**config.mk**
```make
export PLATFORM = sky130hd
export DESIGN_NAME = bte_engine
export DESIGN_NICKNAME = d
export VERILOG_FILES = /design/src/rtl/bte_pkg.sv /design/src/rtl/bte_addr_chk.sv /design/src/rtl/bte_irq.sv /design/src/rtl/bte_engine.sv
export SDC_FILE = /design/constraint.sdc
export NUM_CORES = 1
export LEC_CHECK = 0
export BUFFER_PORTS_ARGS = -buffer_cell sky130_fd_sc_hd__buf_4
export CORE_UTILIZATION = 38
export CTS_CLUSTER_SIZE = 20
export DETAILED_ROUTE_END_ITERATION = 6
export MAX_ROUTING_LAYER = met4
export SYNTH_ARGS = -nofsm -noshare
export SYNTH_HDL_FRONTEND = slang
export SYNTH_SLANG_ARGS = --single-unit
```
**constraint.sdc**
```tcl
create_clock -name clk -period 9.95 [get_ports clk]
set_input_delay 1.4925 -clock clk [delete_from_list [all_inputs] [get_ports clk]]
set_output_delay 1.4925 -clock clk [all_outputs]
set_load 0.02 [all_outputs]
```
**src/rtl/bte_pkg.sv**
```systemverilog
package bte_pkg;
  typedef enum logic [1:0] {ST_IDLE, ST_RD, ST_WR, ST_IRQ} st_e;
  typedef enum logic [2:0] {OP_NONE, OP_RD, OP_WR, OP_CP, OP_MSG, OP_LEG} op_e;
  typedef enum logic [1:0] {K_LEG, K_MSG, K_NONE} irq_kind_e;

  localparam int RI_SCRATCH = 0;
  localparam int RI_CMD     = 1;
  localparam int RI_STAT    = 2;
  localparam int RI_SRC     = 3;
  localparam int RI_DST     = 4;
  localparam int RI_SIZE    = 5;
  localparam int RI_CSUM    = 6;
  localparam int RI_ITYPE   = 7;
  localparam int RI_INUM    = 8;

  localparam int CB_LEG = 0;
  localparam int CB_MSG = 1;
  localparam int CB_RD  = 3;
  localparam int CB_WR  = 4;
  localparam int CB_CP  = 5;
  localparam int CMD_W  = 6;

  localparam int SB_RD_OK  = 0;
  localparam int SB_RD_BAD = 1;
  localparam int SB_WR_OK  = 2;
  localparam int SB_WR_BAD = 3;
  localparam int SB_CP_OK  = 4;
  localparam int SB_CP_BAD = 5;
  localparam int SB_IRQ    = 6;
  localparam int SB_SRC_IV = 7;
  localparam int SB_DST_IV = 8;
  localparam int STAT_W    = 9;

  localparam int MSG_MAX = 32;
endpackage

```
**src/rtl/bte_addr_chk.sv**
```systemverilog
module bte_addr_chk #(
  parameter int AW = 32,
  parameter logic [AW-1:0] BASE  = 'h1000,
  parameter logic [AW-1:0] BYTES = 'h400
) (
  input  logic [AW-1:0] addr,
  output logic          ok
);
  logic [AW-1:0] off;
  always_comb begin
    off = addr - BASE;
    ok  = (addr[1:0] == 2'b00) && (addr >= BASE) && (off < BYTES);
  end
endmodule

```
**src/rtl/bte_irq.sv**
```systemverilog
module bte_irq import bte_pkg::*; #(
  parameter int NUM_W = 6
) (
  input  logic             clk,
  input  logic             rst_n,
  input  logic             fire,
  input  irq_kind_e        kind,
  input  logic [NUM_W-1:0] num,
  output logic             raised,
  output logic             intx_pulse,
  output logic             msg_valid,
  output logic [NUM_W-1:0] msg_vector
);
  logic leg_ok, msg_ok;
  logic intx_d, msg_d;
  logic [NUM_W-1:0] vec_d;

  always_comb begin
    leg_ok = fire && (kind == K_LEG) && (num == '0);
    msg_ok = fire && (kind == K_MSG) && (num != '0) && (num <= NUM_W'(MSG_MAX));
    raised = leg_ok || msg_ok;
    intx_d = leg_ok;
    msg_d  = msg_ok;
    vec_d  = msg_ok ? num : msg_vector;
  end

  always_ff @(posedge clk or negedge rst_n) begin
    if (!rst_n) begin
      intx_pulse <= 1'b0;
      msg_valid  <= 1'b0;
      msg_vector <= '0;
    end else begin
      intx_pulse <= intx_d;
      msg_valid  <= msg_d;
      msg_vector <= vec_d;
    end
  end

  p_single_kind_r9: assert property (@(posedge clk) disable iff (!rst_n)
    !(intx_pulse && msg_valid));
  p_vec_range_r8: assert property (@(posedge clk) disable iff (!rst_n)
    msg_valid |-> (msg_vector != '0) && (msg_vector <= NUM_W'(MSG_MAX)));
  p_pulse_from_fire_r9: assert property (@(posedge clk) disable iff (!rst_n)
    (intx_pulse || msg_valid) |-> $past(fire));
endmodule

```
**src/rtl/bte_engine.sv**
```systemverilog
module bte_engine import bte_pkg::*; #(
  parameter int DW    = 32,
  parameter int AW    = 32,
  parameter int RA_W  = 4,
  parameter int SZ_W  = 16,
  parameter int NUM_W = 6,
  parameter logic [AW-1:0] WIN_BASE  = 'h1000,
  parameter logic [AW-1:0] WIN_BYTES = 'h400,
  parameter logic [DW-1:0] PAT_BASE  = 'hC0DE_0000
) (
  input  logic             clk,
  input  logic             rst_n,
  input  logic             reg_wr,
  input  logic [RA_W-1:0]  reg_addr,
  input  logic [DW-1:0]    reg_wdata,
  output logic [DW-1:0]    reg_rdata,
  output logic             mem_req,
  output logic             mem_we,
  output logic [AW-1:0]    mem_addr,
  output logic [DW-1:0]    mem_wdata,
  input  logic             mem_ack,
  input  logic [DW-1:0]    mem_rdata,
  output logic             intx_pulse,
  output logic             msg_valid,
  output logic [NUM_W-1:0] msg_vector
);
  logic [1:0] rst_q;
  logic       rst_int_n;

  always_ff @(posedge clk or negedge rst_n) begin
    if (!rst_n) rst_q <= '0;
    else        rst_q <= {rst_q[0], 1'b1};
  end
  assign rst_int_n = rst_q[1];

  logic [DW-1:0]     scratch_q, csum_q, csum_d, hold_q, hold_d;
  logic [CMD_W-1:0]  cmd_q, cmd_d, cmd_w;
  logic [STAT_W-1:0] stat_q, stat_d;
  logic [AW-1:0]     src_q, dst_q;
  logic [SZ_W-1:0]   size_q, cnt_q, cnt_d;
  logic [1:0]        itype_q;
  logic [NUM_W-1:0]  inum_q;
  st_e               st_q, st_d;
  op_e               op_q, op_d, op_new;
  irq_kind_e         kind_q, kind_d;
  logic              src_ok, dst_ok, fire, raised, last, start;
  logic [DW-1:0]     pattern;

  bte_addr_chk #(.AW(AW), .BASE(WIN_BASE), .BYTES(WIN_BYTES)) u_src_chk (.addr(src_q), .ok(src_ok));
  bte_addr_chk #(.AW(AW), .BASE(WIN_BASE), .BYTES(WIN_BYTES)) u_dst_chk (.addr(dst_q), .ok(dst_ok));

  bte_irq #(.NUM_W(NUM_W)) u_irq (
    .clk(clk), .rst_n(rst_int_n), .fire(fire), .kind(kind_q), .num(inum_q),
    .raised(raised), .intx_pulse(intx_pulse), .msg_valid(msg_valid), .msg_vector(msg_vector));

  function automatic logic wr_at(input int idx);
    return reg_wr && (reg_addr == RA_W'(idx));
  endfunction

  always_comb begin
    cmd_w = reg_wdata[CMD_W-1:0];
    if      (cmd_w[CB_RD])  op_new = OP_RD;
    else if (cmd_w[CB_WR])  op_new = OP_WR;
    else if (cmd_w[CB_CP])  op_new = OP_CP;
    else if (cmd_w[CB_MSG]) op_new = OP_MSG;
    else if (cmd_w[CB_LEG]) op_new = OP_LEG;
    else                    op_new = OP_NONE;
    start   = wr_at(RI_CMD) && (st_q == ST_IDLE) && (op_new != OP_NONE);
    last    = (cnt_q == size_q - 1'b1);
    pattern = PAT_BASE + DW'(cnt_q);
    mem_req   = (st_q == ST_RD) || (st_q == ST_WR);
    mem_we    = (st_q == ST_WR);
    mem_addr  = ((st_q == ST_WR) ? dst_q : src_q) + AW'({cnt_q, 2'b00});
    mem_wdata = (op_q == OP_WR) ? pattern : hold_q;
  end

  always_comb begin
    st_d = st_q; op_d = op_q; cnt_d = cnt_q; hold_d = hold_q;
    csum_d = csum_q; cmd_d = cmd_q; kind_d = kind_q; fire = 1'b0;
    stat_d = stat_q;
    if (wr_at(RI_STAT)) stat_d = stat_q & ~reg_wdata[STAT_W-1:0];
    case (st_q)
      ST_IDLE: if (start) begin
        cmd_d = cmd_w; stat_d = '0; csum_d = '0; cnt_d = '0; op_d = op_new;
        if (op_new == OP_LEG)      kind_d = K_LEG;
        else if (op_new == OP_MSG) kind_d = K_MSG;
        else if (itype_q == 2'd0)  kind_d = K_LEG;
        else if (itype_q == 2'd1)  kind_d = K_MSG;
        else                       kind_d = K_NONE;
        st_d = ST_IRQ;
        case (op_new)
          OP_RD: begin
            if (!src_ok) begin stat_d[SB_SRC_IV] = 1'b1; stat_d[SB_RD_BAD] = 1'b1; end
            else if (size_q == '0) stat_d[SB_RD_OK] = 1'b1;
            else st_d = ST_RD;
          end
          OP_WR: begin
            if (!dst_ok) begin stat_d[SB_DST_IV] = 1'b1; stat_d[SB_WR_BAD] = 1'b1; end
            else if (size_q == '0) stat_d[SB_WR_OK] = 1'b1;
            else st_d = ST_WR;
          end
          OP_CP: begin
            if (!src_ok || !dst_ok) begin
              stat_d[SB_SRC_IV] = !src_ok; stat_d[SB_DST_IV] = !dst_ok;
              stat_d[SB_CP_BAD] = 1'b1;
            end
            else if (size_q == '0) stat_d[SB_CP_OK] = 1'b1;
            else st_d = ST_RD;
          end
          default: ;
        endcase
      end
      ST_RD: if (mem_ack) begin
        csum_d = csum_q ^ mem_rdata;
        hold_d = mem_rdata;
        if (op_q == OP_CP) st_d = ST_WR;
        else begin
          cnt_d = cnt_q + 1'b1;
          if (last) begin stat_d[SB_RD_OK] = 1'b1; st_d = ST_IRQ; end
        end
      end
      ST_WR: if (mem_ack) begin
        if (op_q == OP_WR) csum_d = csum_q ^ pattern;
        cnt_d = cnt_q + 1'b1;
        if (last) begin
          if (op_q == OP_WR) stat_d[SB_WR_OK] = 1'b1;
          else               stat_d[SB_CP_OK] = 1'b1;
          st_d = ST_IRQ;
        end else if (op_q == OP_CP) st_d = ST_RD;
      end
      ST_IRQ: begin
        fire = 1'b1;
        if (raised) stat_d[SB_IRQ] = 1'b1;
        cmd_d = '0;
        st_d  = ST_IDLE;
      end
      default: st_d = ST_IDLE;
    endcase
  end

  always_ff @(posedge clk or negedge rst_int_n) begin
    if (!rst_int_n) begin
      scratch_q <= '0; src_q <= '0; dst_q <= '0; size_q <= '0;
      itype_q <= '0; inum_q <= '0; cmd_q <= '0; stat_q <= '0; csum_q <= '0;
      hold_q <= '0; cnt_q <= '0; st_q <= ST_IDLE; op_q <= OP_NONE; kind_q <= K_NONE;
    end else begin
      if (wr_at(RI_SCRATCH)) scratch_q <= reg_wdata;
      if (wr_at(RI_SRC))     src_q     <= reg_wdata[AW-1:0];
      if (wr_at(RI_DST))     dst_q     <= reg_wdata[AW-1:0];
      if (wr_at(RI_SIZE))    size_q    <= reg_wdata[SZ_W-1:0];
      if (wr_at(RI_ITYPE))   itype_q   <= reg_wdata[1:0];
      if (wr_at(RI_INUM))    inum_q    <= reg_wdata[NUM_W-1:0];
      cmd_q <= cmd_d; stat_q <= stat_d; csum_q <= csum_d; hold_q <= hold_d;
      cnt_q <= cnt_d; st_q <= st_d; op_q <= op_d; kind_q <= kind_d;
    end
  end

  always_comb begin
    case (reg_addr)
      RA_W'(RI_SCRATCH): reg_rdata = scratch_q;
      RA_W'(RI_CMD):     reg_rdata = DW'(cmd_q);
      RA_W'(RI_STAT):    reg_rdata = DW'(stat_q);
      RA_W'(RI_SRC):     reg_rdata = DW'(src_q);
      RA_W'(RI_DST):     reg_rdata = DW'(dst_q);
      RA_W'(RI_SIZE):    reg_rdata = DW'(size_q);
      RA_W'(RI_CSUM):    reg_rdata = csum_q;
      RA_W'(RI_ITYPE):   reg_rdata = DW'(itype_q);
      RA_W'(RI_INUM):    reg_rdata = DW'(inum_q);
      default:           reg_rdata = '0;
    endcase
  end

  p_req_aligned_r7: assert property (@(posedge clk) disable iff (!rst_int_n)
    mem_req |-> (mem_addr[1:0] == 2'b00));
  p_req_hold_r5: assert property (@(posedge clk) disable iff (!rst_int_n)
    (mem_req && !mem_ack) |=> mem_req);
  p_cmd_busy_r10: assert property (@(posedge clk) disable iff (!rst_int_n)
    (mem_req && wr_at(RI_CMD)) |=> $stable(cmd_q));
endmodule

```
==> insert_results.sql <==
INSERT INTO impl_metrics (metric_group, metric, value, unit) VALUES
('setup_path', 'r2r_cells', '9', ''),
('clock_tree', 'clock_slew_seen_by_the_registers_of_the_worst_setup_and_hold_paths', '60', 'ps'),
('min_path', 'worst_hold_path.endpoint', 'rst_q[1]', ''),
('setup_path', 'critical_path.startpoint', 'st_q[0]', ''),
('outcome', 'outcome', 'finished clean', ''),
('place', 'placed_cells', '1874', ''),
('detailed_routing', 'wl_met3', '2590', 'um'),
('global_routing', 'gr-total-overflow', '0', ''),
('synth', 'number_of_warnings_reported_in_the_yosys_synthesis_log', '0', ''),
('synth', 'synthAdderAreaFrac', '2.20', '%'),
('synth', 'synth-seq-area-share', '43.3', '%'),
('power', 'power_leakage', '7.02', 'nW'),
('detailed_routing', 'highest-signal-layer', 'met4', ''),
('setup_path', 'critPathLaunchType', 'register', ''),
('sta', 'clock_skew', '12.9', 'ps'),
('synth', 'synthDistinctLibCells', '76', ''),
('synth', 'synthesis.area', '13400', 'um^2'),
('synth', 'synth-compound-area-share', '15.3', '%'),
('synth', 'mapped_avg_cell_area', '10.2', 'um^2'),
('sta', 'finalCritPeriodShare', '66.4', '%'),
('detailed_routing', 'drt_iter0_markers', '1003', ''),
('sta', 'worstMarginPinSlew', '1260', 'ps'),
('sta', 'timing.hold.ws', '358', 'ps'),
('global_routing', 'global_route.usage.total', '25.1', '%'),
('floorplan', 'ios', '178', ''),
('power', 'power.density_cell_area', '272', 'nW/um^2'),
('setup_path', 'setup.worst_path.class', 'reg -> out', ''),
('global_routing', 'antenna_found_initial', '1', ''),
('setup_path', 'critical_path_arrival', '5120', 'ps'),
('floorplan', 'die-area', '36100', 'um^2'),
('clock_tree', 'cts_resized', '0', ''),
('sta', 'slew-limit-headroom', '16.0', '%'),
('min_path', 'min_from', 'rst_q[0]', ''),
('clock_tree', 'clock_tree.buffer_depth', '3', ''),
('setup_path', 'crit_required', '8460', 'ps'),
('floorplan', 'fp.coreArea', '34600', 'um^2'),
('floorplan', 'die_w', '190', 'um'),
('clock_tree', 'cts_sinks', '232', ''),
('clock_tree', 'clock_tree_from_tritoncts', 'yes', ''),
('flow_run', 'max-cap-violations', '0', ''),
('global_routing', 'grt_pass1_wl', '67400', 'um'),
('synth', 'synth_enable_flop_cells', '0', ''),
('sta', 'final.setup.worst_slack', '3340', 'ps'),
('global_routing', 'vias_in_the_first_global_route', '11106', ''),
('finish', 'mostFrequentLayoutCells', 'sky130_fd_sc_hd__dfrtp_1 (230), sky130_fd_sc_hd__buf_4 (189), sky130_fd_sc_hd__mux2_2 (186)', ''),
('place', 'finalWeightedCongestion', '0.918', ''),
('finish', 'layout-drive-gt1-share', '31.0', '%'),
('clock_tree', 'cts_buffer_count', '28', ''),
('finish', 'fillCellCount', '3280', ''),
('clock_tree', 'cts_hold_buf', '0', ''),
('setup_path', 'worst_r2r_endpoint', 'csum_q[30]', ''),
('clock_tree', 'cts-htree-levels', '1', ''),
('finish', 'fin_nets', '1544', ''),
('sta', 'unrepaired_setup_endpoints_after_global_routing', 'no', ''),
('clock_tree', 'cts-root-buf', 'sky130_fd_sc_hd__clkbuf_16', ''),
('sta', 'finalHoldViolCount', '0', ''),
('setup_path', 'end_kind', 'output port', ''),
('finish', 'syn2layout_area_growth', '18.8', '%'),
('finish', 'post_layout_util', '46.0', '%'),
('synth', 'async_reset_ff_share', '100', '%'),
('floorplan', 'placement_rows', '68', ''),
('detailed_routing', 'ant_nets', '0', ''),
('place', 'io_buffer_count', '177', ''),
('synth', 'synth-xor-area-share', '4.77', '%'),
('clock_tree', 'worst_skew_pair.late_latency', '550', 'ps'),
('finish', 'area.sequential', '5810', 'um^2'),
('sta', 'max_clock_freq', '151', 'MHz'),
('detailed_routing', 'post-route-drc-count', '0', ''),
('setup_path', 'cp_max_fo', '44', ''),
('detailed_routing', 'drt_pre_antenna_iters', '6', ''),
('finish', 'post_layout_nonfiller_instances', '1927', '');
## flip-flops by register name (all words and copies together) (netlist names), 3 cells and up
register,cells
cmd_q,6
cnt_q,16
csum_q,32
dst_q,32
hold_q,32
inum_q,6
op_q,3
scratch_q,32
size_q,16
src_q,32
stat_q,9
u_irq.msg_vector,6
## critical path, cell delays in order (launching register included)
cell and delay, ps:
sky130_fd_sc_hd__dfrtp_1 410, sky130_fd_sc_hd__inv_1 90, sky130_fd_sc_hd__ha_2 550, sky130_fd_sc_hd__buf_4 570, sky130_fd_sc_hd__mux2_2 400, sky130_fd_sc_hd__ha_1 360, sky130_fd_sc_hd__nand2_1 110, sky130_fd_sc_hd__or2_2 330
sky130_fd_sc_hd__a31oi_1 440, sky130_fd_sc_hd__a41oi_1 520, sky130_fd_sc_hd__nor4_1 450, sky130_fd_sc_hd__xnor2_1 170, sky130_fd_sc_hd__buf_4 160
## area by class of cell
class / count / share of cell area (%)
diodes: 1 / 0.0157
clock inverters: 8 / 0.377
multi-input cells: 980 / 44.8
clock buffers: 44 / 5.34
flip-flops and latches: 232 / 36.5
repair buffers: 190 / 9.03
well taps: 455 / 3.57
inverters: 17 / 0.400
## cell usage after synthesis, drive strengths merged (6+ instances only)
library cell  instances  share of area, %
a211oi                8              0.45
and3                 10              0.49
ha                   22               2.1
inv                  17              0.48
clkbuf               70               2.1
xnor2                34               2.2
mux2i                13              0.97
a22o                  9              0.59
nor4                 16              0.75
nand2b               11              0.51
a22oi                42               2.4
o31ai                27               1.5
buf                  11              0.43
a21oi                48               1.8
and2                  6              0.28
nor2b                18              0.84
a31oi                 9              0.42
or2                  14              0.65
nand3                31               1.2
nand4                 7              0.33
or3                   8              0.37
nor2                 68               1.9
a222oi               19               1.4
mux2                187                16
xor2                 39               2.5
o21ai                82               3.1
nor3                 26              0.97
o22ai                11              0.56
dfrtp               231                43
a21o                  7              0.39
nand2               137               3.8
## cells by family after synthesis
| family | Yosys count |
|---|---|
| compound gates | 305 |
| xor+xnor | 73 |
| fa+ha+maj | 23 |
| buf+inv | 102 |
| flops | 232 |
| mux | 200 |
| other cells | 1 |
| simple gates | 378 |
## worst max path at each step
| stage | to | slack [ps] | cells after the start |
|---|---|---|---|
| 2_1_floorplan | cmd_q[0] | 3010 | 0 |
| 3_3_place_gp | mem_addr[26] | 4000 | 13 |
| 3_5_place_dp | mem_addr[24] | 3950 | 12 |
| 4_1_cts | mem_addr[24] | 3340 | 12 |
| 5_1_grt | mem_addr[22] | 2940 | 13 |
| 6_report | mem_addr[24] | 3340 | 12 |
## report_power, final
part / leakage (nW) / total, mW / internal, mW / switching (mW)
Sequential: 2.94 / 1.51 / 1.21 / 0.302
Clock: 0.451 / 1.00 / 0.587 / 0.415
Combinational: 3.63 / 1.83 / 0.785 / 1.04
## metal layers
layer,vias to the layer above,GRT usage (%)
met5,-,-
met4,0,9.55
met3,81,3.50
li1,5115,-
met2,396,39.5
met1,5613,32.8
Power figures use the tool's default switching activity.
